[src/rtl/ftc_pkg.sv]
package ftc_pkg;

  typedef enum logic [1:0] {
    REGION_OTHER = 2'd0,
    REGION_RAM   = 2'd1,
    REGION_SFR   = 2'd2,
    REGION_DBG   = 2'd3
  } region_e;

  localparam logic [7:0] KEY_RAM_ARM  = 8'hD2;
  localparam logic [7:0] CMD_WD_CLEAR = 8'h4E;
  localparam logic [7:0] CMD_WD_OFF   = 8'hB1;

  localparam int RAM_TRAP_BIT = 5;
  localparam int ACTION_BIT   = 4;

  localparam logic [5:0] CTRL_RST_VAL = 6'b111001;

endpackage

[src/rtl/ftc_ctrl_regs.sv]
module ftc_ctrl_regs
  import ftc_pkg::*;
#(
  parameter int ADDR_W = 16,
  parameter logic [ADDR_W-1:0] CTRL_ADDR = 'h34,
  parameter logic [ADDR_W-1:0] CODE_ADDR = 'h35
) (
  input  logic              clk_i,
  input  logic              rst_ni,
  input  logic              wr_en_i,
  input  logic [ADDR_W-1:0] wr_addr_i,
  input  logic [7:0]        wr_data_i,
  output logic              ram_trap_en_o,
  output logic              to_reset_o,
  output logic              wd_clear_o,
  output logic              wd_off_o
);

  logic ctrl_wr, code_wr, arm_wr;
  logic pend_en_q, eff_en_q, action_q;
  logic wd_clear_q, wd_off_q;

  assign ctrl_wr = wr_en_i && (wr_addr_i == CTRL_ADDR);
  assign code_wr = wr_en_i && (wr_addr_i == CODE_ADDR);
  assign arm_wr  = code_wr && (wr_data_i == KEY_RAM_ARM);

  always_ff @(posedge clk_i or negedge rst_ni) begin
    if (!rst_ni) begin
      pend_en_q <= CTRL_RST_VAL[RAM_TRAP_BIT];
      eff_en_q  <= CTRL_RST_VAL[RAM_TRAP_BIT];
      action_q  <= CTRL_RST_VAL[ACTION_BIT];
    end else begin
      if (ctrl_wr) begin
        pend_en_q <= wr_data_i[RAM_TRAP_BIT];
        action_q  <= wr_data_i[ACTION_BIT];
      end
      // pending value moves only on the key byte
      if (arm_wr) eff_en_q <= pend_en_q;
    end
  end

  always_ff @(posedge clk_i or negedge rst_ni) begin
    if (!rst_ni) begin
      wd_clear_q <= 1'b0;
      wd_off_q   <= 1'b0;
    end else begin
      wd_clear_q <= code_wr && (wr_data_i == CMD_WD_CLEAR);
      wd_off_q   <= code_wr && (wr_data_i == CMD_WD_OFF);
    end
  end

  assign ram_trap_en_o = eff_en_q;
  assign to_reset_o    = action_q;
  assign wd_clear_o    = wd_clear_q;
  assign wd_off_o      = wd_off_q;

  p_key_load_r4: assert property (@(posedge clk_i) disable iff (!rst_ni)
    (wr_en_i && wr_addr_i == CODE_ADDR && wr_data_i == 8'hD2)
      |=> (ram_trap_en_o == $past(pend_en_q)));

  p_eff_hold_r5: assert property (@(posedge clk_i) disable iff (!rst_ni)
    !(wr_en_i && wr_addr_i == CODE_ADDR && wr_data_i == 8'hD2)
      |=> $stable(ram_trap_en_o));

  p_wd_clear_r8: assert property (@(posedge clk_i) disable iff (!rst_ni)
    (wr_en_i && wr_addr_i == CODE_ADDR && wr_data_i == 8'h4E) |=> wd_clear_o);

  p_wd_pulse_excl_r8: assert property (@(posedge clk_i) disable iff (!rst_ni)
    !(wd_clear_o && wd_off_o));

endmodule

[src/rtl/ftc_region_dec.sv]
module ftc_region_dec
  import ftc_pkg::*;
#(
  parameter int ADDR_W = 16,
  parameter logic [ADDR_W-1:0] SFR_LO = 'h0000,
  parameter logic [ADDR_W-1:0] SFR_HI = 'h003F,
  parameter logic [ADDR_W-1:0] DBG_LO = 'h0F80,
  parameter logic [ADDR_W-1:0] DBG_HI = 'h0FFF,
  parameter logic [ADDR_W-1:0] RAM_LO = 'h0040,
  parameter logic [ADDR_W-1:0] RAM_HI = 'h083F
) (
  input  logic [ADDR_W-1:0] addr_i,
  output region_e           region_o
);

  localparam int NR = 3;
  // slot order = priority: SFR, debug, RAM
  localparam logic [NR*ADDR_W-1:0] LO_V = {RAM_LO, DBG_LO, SFR_LO};
  localparam logic [NR*ADDR_W-1:0] HI_V = {RAM_HI, DBG_HI, SFR_HI};

  logic [NR-1:0] hit;

  for (genvar i = 0; i < NR; i++) begin : g_win
    localparam logic [ADDR_W-1:0] LO = LO_V[i*ADDR_W +: ADDR_W];
    localparam logic [ADDR_W-1:0] SPAN = HI_V[i*ADDR_W +: ADDR_W] - LO;
    logic [ADDR_W-1:0] off;
    // modular offset keeps the window test free of constant compares
    assign off    = addr_i - LO;
    assign hit[i] = (off <= SPAN);
  end

  always_comb begin
    if (hit[0])      region_o = REGION_SFR;
    else if (hit[1]) region_o = REGION_DBG;
    else if (hit[2]) region_o = REGION_RAM;
    else             region_o = REGION_OTHER;
  end

endmodule

[src/rtl/ftc_trap_out.sv]
module ftc_trap_out #(
  parameter int RST_HOLD = 8
) (
  input  logic clk_i,
  input  logic rst_ni,
  input  logic hit_i,
  input  logic to_reset_i,
  output logic irq_o,
  output logic rst_req_o
);

  localparam int CNT_W = $clog2(RST_HOLD + 1);

  logic             irq_q;
  logic [CNT_W-1:0] hold_q;

  always_ff @(posedge clk_i or negedge rst_ni) begin
    if (!rst_ni) begin
      irq_q  <= 1'b0;
      hold_q <= '0;
    end else begin
      irq_q <= hit_i && !to_reset_i;
      if (hit_i && to_reset_i)   hold_q <= CNT_W'(RST_HOLD);
      else if (hold_q != '0)     hold_q <= hold_q - CNT_W'(1);
    end
  end

  assign irq_o     = irq_q;
  assign rst_req_o = (hold_q != '0);

  p_irq_cause_r7: assert property (@(posedge clk_i) disable iff (!rst_ni)
    irq_o |-> $past(hit_i && !to_reset_i));

  p_rst_start_r6: assert property (@(posedge clk_i) disable iff (!rst_ni)
    (hit_i && to_reset_i) |=> rst_req_o);

  p_rst_rise_r6: assert property (@(posedge clk_i) disable iff (!rst_ni)
    $rose(rst_req_o) |-> $past(hit_i && to_reset_i));

endmodule

[src/rtl/fetch_trap_ctrl.sv]
module fetch_trap_ctrl
  import ftc_pkg::*;
#(
  parameter int ADDR_W = 16,
  parameter logic [ADDR_W-1:0] CTRL_ADDR = 'h34,
  parameter logic [ADDR_W-1:0] CODE_ADDR = 'h35,
  parameter logic [ADDR_W-1:0] SFR_LO = 'h0000,
  parameter logic [ADDR_W-1:0] SFR_HI = 'h003F,
  parameter logic [ADDR_W-1:0] DBG_LO = 'h0F80,
  parameter logic [ADDR_W-1:0] DBG_HI = 'h0FFF,
  parameter logic [ADDR_W-1:0] RAM_LO = 'h0040,
  parameter logic [ADDR_W-1:0] RAM_HI = 'h083F,
  parameter int RST_HOLD = 8
) (
  input  logic              clk_i,
  input  logic              rst_ni,
  input  logic              wr_en_i,
  input  logic [ADDR_W-1:0] wr_addr_i,
  input  logic [7:0]        wr_data_i,
  input  logic              fetch_valid_i,
  input  logic [ADDR_W-1:0] fetch_addr_i,
  output logic              trap_irq_o,
  output logic              trap_rst_o,
  output logic              wdt_clear_o,
  output logic              wdt_disable_o
);

  logic    ram_trap_en, to_reset, trap_hit;
  region_e region;

  ftc_ctrl_regs #(
    .ADDR_W(ADDR_W), .CTRL_ADDR(CTRL_ADDR), .CODE_ADDR(CODE_ADDR)
  ) u_regs (
    .clk_i(clk_i), .rst_ni(rst_ni),
    .wr_en_i(wr_en_i), .wr_addr_i(wr_addr_i), .wr_data_i(wr_data_i),
    .ram_trap_en_o(ram_trap_en), .to_reset_o(to_reset),
    .wd_clear_o(wdt_clear_o), .wd_off_o(wdt_disable_o)
  );

  ftc_region_dec #(
    .ADDR_W(ADDR_W),
    .SFR_LO(SFR_LO), .SFR_HI(SFR_HI),
    .DBG_LO(DBG_LO), .DBG_HI(DBG_HI),
    .RAM_LO(RAM_LO), .RAM_HI(RAM_HI)
  ) u_dec (
    .addr_i(fetch_addr_i), .region_o(region)
  );

  always_comb begin
    unique case (region)
      REGION_SFR, REGION_DBG: trap_hit = fetch_valid_i;
      REGION_RAM:             trap_hit = fetch_valid_i && ram_trap_en;
      default:                trap_hit = 1'b0;
    endcase
  end

  ftc_trap_out #(.RST_HOLD(RST_HOLD)) u_out (
    .clk_i(clk_i), .rst_ni(rst_ni),
    .hit_i(trap_hit), .to_reset_i(to_reset),
    .irq_o(trap_irq_o), .rst_req_o(trap_rst_o)
  );

  p_fixed_trap_r2: assert property (@(posedge clk_i) disable iff (!rst_ni)
    (fetch_valid_i && (region == REGION_SFR || region == REGION_DBG))
      |=> (trap_irq_o || trap_rst_o));

  p_no_fetch_r9: assert property (@(posedge clk_i) disable iff (!rst_ni)
    !fetch_valid_i |=> !trap_irq_o);

  p_other_region_r9: assert property (@(posedge clk_i) disable iff (!rst_ni)
    (region == REGION_OTHER) |=> !trap_irq_o);

  p_ram_gate_r3: assert property (@(posedge clk_i) disable iff (!rst_ni)
    (fetch_valid_i && region == REGION_RAM && !ram_trap_en) |=> !trap_irq_o);

endmodule

[config.mk]
export PLATFORM = sky130hd
export DESIGN_NAME = fetch_trap_ctrl
export DESIGN_NICKNAME = d
export VERILOG_FILES = /design/src/rtl/ftc_pkg.sv /design/src/rtl/ftc_ctrl_regs.sv /design/src/rtl/ftc_region_dec.sv /design/src/rtl/ftc_trap_out.sv /design/src/rtl/fetch_trap_ctrl.sv
export SDC_FILE = /design/constraint.sdc
export NUM_CORES = 1
export LEC_CHECK = 0
export BUFFER_PORTS_ARGS = -buffer_cell sky130_fd_sc_hd__buf_2
export CORE_UTILIZATION = 45
export DETAILED_ROUTE_END_ITERATION = 10
export PLACE_DENSITY = 0.83
export SLEW_MARGIN = 25
export SYNTH_ARGS = -nofsm -noshare
export SYNTH_HDL_FRONTEND = slang
export SYNTH_SLANG_ARGS = --single-unit
[constraint.sdc]
create_clock -name clk_i -period 4.5 [get_ports clk_i]
set_input_delay 0.45 -clock clk_i [delete_from_list [all_inputs] [get_ports clk_i]]
set_output_delay 0.45 -clock clk_i [all_outputs]
set_load 0.02 [all_outputs]
# [Word-level counts from Yosys, hierarchy flattened]
# Index checks and enable logic that the tools add are counted.
[classes] addsub=3 mul=0 div_mod_pow=0 n_lt_le_gt_ge=3 eq_ne=8 n_shift=0 n_mux=6 n_bitwise=0 reduce_logical=12
[ops] op="16-bit by 6-bit == test with 1-bit output, second input constant" count=2
[ops] op="8-bit == test, second input constant" count=2
[ops] op="16-bit by 11-bit less-or-equal comparator with 1-bit output, second input constant" count=1
[ops] op="16-bit by 6-bit less-or-equal comparator with 1-bit output, second input constant" count=1
[ops] op="16-bit by 7-bit less-or-equal comparator with 1-bit output, second input constant" count=1
[ops] op="16-bit by 12-bit subtractor with 16-bit output, second input constant" count=1
[ops] op="16-bit by 7-bit subtractor with 16-bit output, second input constant" count=1
[ops] op="8-bit by 7-bit == test with 1-bit output, second input constant" count=1
[ops] op="1-bit logical AND" count=8
[ops] op="4-bit 2-to-1 mux" count=2
[ops] op="2-bit == test, second input constant" count=2
[ops] op="2-bit 2-to-1 mux" count=2
[ops] op="4-bit nonzero test" count=1
[ops] op="4-bit by 1-bit subtractor with 4-bit output, second input constant" count=1
[ops] op="2-bit by 1-bit == test with 1-bit output, second input constant" count=1
[ops] op="1-bit case mux with 2 select lines" count=1
[ops] op="2-bit nonzero test" count=1
[ops] op="2-bit OR reduction" count=1
[ops] op="1-bit logical NOT" count=1
[ops] op="1-bit 2-to-1 mux" count=1
[word_totals] ff_bits=10 latchBits=0 ramBits=0 rom_bits=0 output_inout_bits=4 elab_cells=39 mem_count=0

# [Longest topological paths before layout]
[depth] ltp_word=10 depth_mapped=7 mapped_depth_nobuf=6

# [Modules after synthesis]
# A second synthesis with hierarchy kept.
[hier_totals] cells_unflattened=74 area_unflattened_um2=765.7
[modules_own_cells] mod="ftc_ctrl_regs" instances=1 cells_each=24 area_per_inst_um2=291.5
[modules_own_cells] mod="ftc_trap_out" instances=1 cells_each=23 area_per_inst_um2=277.8
[modules_own_cells] mod="ftc_region_dec" instances=1 cells_each=25 area_per_inst_um2=185.2
[modules_own_cells] mod="fetch_trap_ctrl" instances=1 cells_each=2 area_per_inst_um2=11.3

# [Worst setup path before layout]
# No wires, ideal clock.
[synth_path] kind="input -> register" start="in fetch_addr_i[11]" end="reg u_out.irq_q (netlist: u_out.irq_o)" t_arrival_ps=1671 required_time_ps=4404 slack_ps=2733 cell_stages=4 n_path_buf=0 cell_sequence="or4_1 -> a2111o_1 -> o41a_4 -> a311oi_2"
[synth_via] elab_chain_len=9 elab_cells_between_ends=14 classes_between="add/sub: 2; order compare: 3; eq/ne: 3; mux: 4; reduce/logical: 2"
[synth_lines] item="from (decl)" line_no="fetch_trap_ctrl.sv:21" source="input logic [ADDR_W-1:0] fetch_addr_i,"
[synth_lines] item="16-bit by 7-bit subtractor with 16-bit output" line_no="ftc_region_dec.sv:28" source="assign off = addr_i - LO;"
[synth_lines] item="16-bit by 11-bit less-or-equal comparator with 1-bit output" line_no="ftc_region_dec.sv:29" source="assign hit[i] = (off <= SPAN);"
[synth_lines] item="1-bit 2-to-1 mux" line_no="ftc_region_dec.sv:35" source="else if (hit[2]) region_o = REGION_RAM;"
[synth_lines] item="2-bit 2-to-1 mux" line_no="ftc_region_dec.sv:34" source="else if (hit[1]) region_o = REGION_DBG;"
[synth_lines] item="2-bit 2-to-1 mux (*)" line_no="ftc_region_dec.sv:33" source="if (hit[0]) region_o = REGION_SFR;"
[synth_lines] item="2-bit == test" line_no="fetch_trap_ctrl.sv:50" source="unique case (region)"
[synth_lines] item="2-bit OR reduction" line_no="fetch_trap_ctrl.sv:50"
[synth_lines] item="1-bit case mux with 2 select lines (*)" line_no="fetch_trap_ctrl.sv:50"
[synth_lines] item="1-bit logical AND (*)" line_no="ftc_trap_out.sv:22" source="irq_q <= hit_i && !to_reset_i;"
[synth_lines] item="to (signal assigned)" line_no="ftc_trap_out.sv:22"
[synth_lines] item="to (decl)" line_no="ftc_trap_out.sv:14" source="logic irq_q;"
# Mark *: on every way between the ends. The rest lies on a longest branch, timed or not.
# A chain may end at the register's enable or synchronous reset.

# [Worst setup path in the final report]
[layout_path] start="reg u_out.hold_q[0]" end="out trap_rst_o"
[layout_via] elab_chain_len=1
[layout_lines] item="from (decl)" line_no="ftc_trap_out.sv:15" source="logic [CNT_W-1:0] hold_q;"
[layout_lines] item="from (signal assigned)" line_no="ftc_trap_out.sv:23" source="if (hit_i && to_reset_i) hold_q <= CNT_W'(RST_HOLD);"
[layout_lines] item="from (signal assigned)" line_no="ftc_trap_out.sv:24" source="else if (hold_q != '0) hold_q <= hold_q - CNT_W'(1);"
[layout_lines] item="4-bit nonzero test" line_no="ftc_trap_out.sv:29" source="assign rst_req_o = (hold_q != '0);"
[layout_lines] item="to (decl)" line_no="fetch_trap_ctrl.sv:23" source="output logic trap_rst_o,"
# No other way between the ends.

==> qor.txt <==
outcome - completed
pin count of the biggest net entering global routing - 11
Hold Buf Count CTS - 0
Max stage delay on crit path - 0.44 ns
Main synth FF type - dfrtp_1
IO Pins - 48
Hold Violations, Final - 0
Placed Area - 0.00102 mm2
setup-violating endpoint count in the final report - 0
Place WS - 2.49 ns
grt ovf - 0
Avg Cell Area, Syn - 10.1 um2
drt wl/cell - 12.9 um
setup TNS - 0 ns
total power - 0.000289 W
reg2reg end - u_out.hold_q[1]$_DFFE_PN0P_
worst slew pin tran - 0.655 ns
fin area - 0.00106 mm2
final core occ - 67.0%
clock sinks - 10
min-delay worst type - in -> async
vias in the first global route - 741
Clock Tree Buf Depth - 2
Yosys reg bits - 10
critical path arrival - 1.58 ns
syn nets - 128
initial core utilization - 50.6%
CP Max Fanout - 4
Tmin final - 2.03 ns
Horiz. Die Dim - 44.1 um
DRT antenna net count - 0
Buffers & Inverters on Critical Path - 2
number of distinct library cells after synthesis - 39
register area share after synthesis - 31.8%
Die ar. - 0.00195 mm2
DP HPWL - 1610 um
drt pass-1 iters - 5
initial antenna violation count - 0
post_cts resized - 0
synthesized area - 798 um2
clk root buf - clkbuf_4
Synth async-reset ratio - 100%
Core Box Area - 0.00158 mm2
crit start category - flip-flop
CTS tree - done
r2r worst-path depth - 6
Lkg Pwr - 0.512 nW
pwr dens - 274 mW/mm2
Reg2Reg Launch Point - u_out.hold_q[0]$_DFFE_PN0P_
Worst Slack Setup Final - 2.47 ns
kind of critical path - reg -> out
Initial DRC Count - 17
share of cells above drive strength 1 - 44.7%
postcts setup bufs - 0
reg-to-reg setup timing slack - 2.80 ns
relative slew slack - 55.7%
DR vias/cell - 5.81
cell breakdown of the critical path - inv_1 > ha_1 > or3b_1 > buf_2
Num CTS Buffers - 3
CTS HTree Levels - 1
row cnt - 14
clk slew on worst S/H paths - 0.06 ns
vias - 807
synth warn - 0
unrepaired setup endpoints after global routing - no
IO Port Bufs - 41
Max Fclk - 0.492 GHz
Post-synth EDFFs - 0
Max Cap Viol - 0
first-pass GRT wire length - 3020 um
Total GRT Usage - 21.0%
Setup Skew - 0.00273 ns
max-slew violations - 0
Clock Latency Late Sink - 0.27 ns
Layout area overhead - 32.3%
Worst EP required - 4.05 ns
slowest CP cell - or3b_1
Mapped Cells - 79
Chip Height - 44.1 um
Total Routed Length - 1800 um
Crit path max-delay family - simple AND/OR/NAND/NOR gates
GPL Wtd Cong - 0.810
period utilization - 45.1%
maximum resistive drop on vdd - 0.144 mV
Final nets - 173
# DRC - 0
ant diodes - 0
Setup crit end kind - primary output
## cell type report
class,count,area (um2)
multi-input cells,64,526
fillers,141,520
flip-flops and latches,10,254
repair buffers,41,205
clock buffers,4,36.3
well taps,16,20.0
inverters,4,15.0
## Yosys cell counts (all sizes together), types with 2 or more instances
cell type / number / share of area [%]
a21bo: 2 / 2.5
nand4: 2 / 1.6
ha: 5 / 7.8
nor4bb: 3 / 3.8
a21oi: 5 / 3.6
nand3: 2 / 1.3
nor3b: 3 / 2.8
inv: 4 / 1.9
mux2: 4 / 5.6
dfstp: 3 / 9.9
nand2: 4 / 1.9
a211oi: 2 / 1.9
nor4: 2 / 1.6
a21boi: 2 / 1.9
and4: 3 / 3.4
nor4b: 3 / 3.3
nor3: 4 / 2.5
dfrtp: 7 / 22
## through the flow
stage	hold WS [ns]	instances
after floorplan	0.154	79
after global placement	0.308	135
after detailed placement	0.316	135
after CTS	0.0273	139
after global routing	0.0367	139
final	0.0229	139
## logic make-up after synthesis
group,count (synthesis),share of synthesized area (%)
AO/OA/AOI/OAI,17,18.5
AND/OR/NAND/NOR,35,30.4
multiplexers,5,6.90
XOR/XNOR,2,2.19
adder cells (fa/ha/maj),5,7.84
flip-flops,10,31.8
buffers and inverters,5,2.35
## routing by layer
layer,wire length [um],GRT usage [%]
met1,691,23.1
met2,1030,40.9
met3,57,2.86
met4,18,6.67
met5,0,0
## worst max-delay path by stage
stage                                            from                    end  slack (ns)  cells after the start
after global placement               fetch_addr_i[11]  u_out.irq_o$_DFF_PN0_        2.52                      5
final                     u_out.hold_q[0]$_DFFE_PN0P_             trap_rst_o        2.47                      4
after global routing      u_out.hold_q[0]$_DFFE_PN0P_             trap_rst_o        2.41                      4
after CTS                 u_out.hold_q[0]$_DFFE_PN0P_             trap_rst_o        2.46                      4
after detailed placement             fetch_addr_i[11]  u_out.irq_o$_DFF_PN0_        2.49                      5
after floorplan                      fetch_addr_i[11]  u_out.irq_o$_DFF_PN0_        2.73                      4
## cell usage in the layout (no fill, tap or decap), drive strengths merged
cell / n
buf: 41
dfrtp: 7
ha: 5
a21oi: 5
inv: 4
nand2: 4
nor3: 4
mux2: 4
clkbuf: 4
nor3b: 3
nor4b: 3
nor4bb: 3
dfstp: 3
and4: 3
a211oi: 2
a21bo: 2
nand4: 2
nor4: 2
nand3: 2
a21boi: 2
or3b: 1
and4b: 1
nand2b: 1
or4: 1
a2111o: 1
o41a: 1
and2b: 1
or4b: 1
a311oi: 1
o41ai: 1
mux2i: 1
o21ai: 1
nor2b: 1
nor2: 1
and2: 1
xnor2: 1
xor2: 1
a21o: 1
## state kept, by name, summed over array words and instances, names as in the netlist
signal,flops
u_regs.wd_clear_o,1
u_out.irq_o,1
u_regs.to_reset_o,1
u_out.hold_q,4
u_regs.pend_en_q,1
u_regs.ram_trap_en_o,1
u_regs.wd_off_o,1
## where the power goes
part / switching [W] / leakage, nW / internal [W]
Sequential: 0.00000817 / 0.118 / 0.000100
Clock: 0.0000308 / 0.0210 / 0.0000492
Combinational: 0.0000484 / 0.373 / 0.0000523
Total: 0.0000874 / 0.512 / 0.000202
Power figures use the tool's default switching activity.
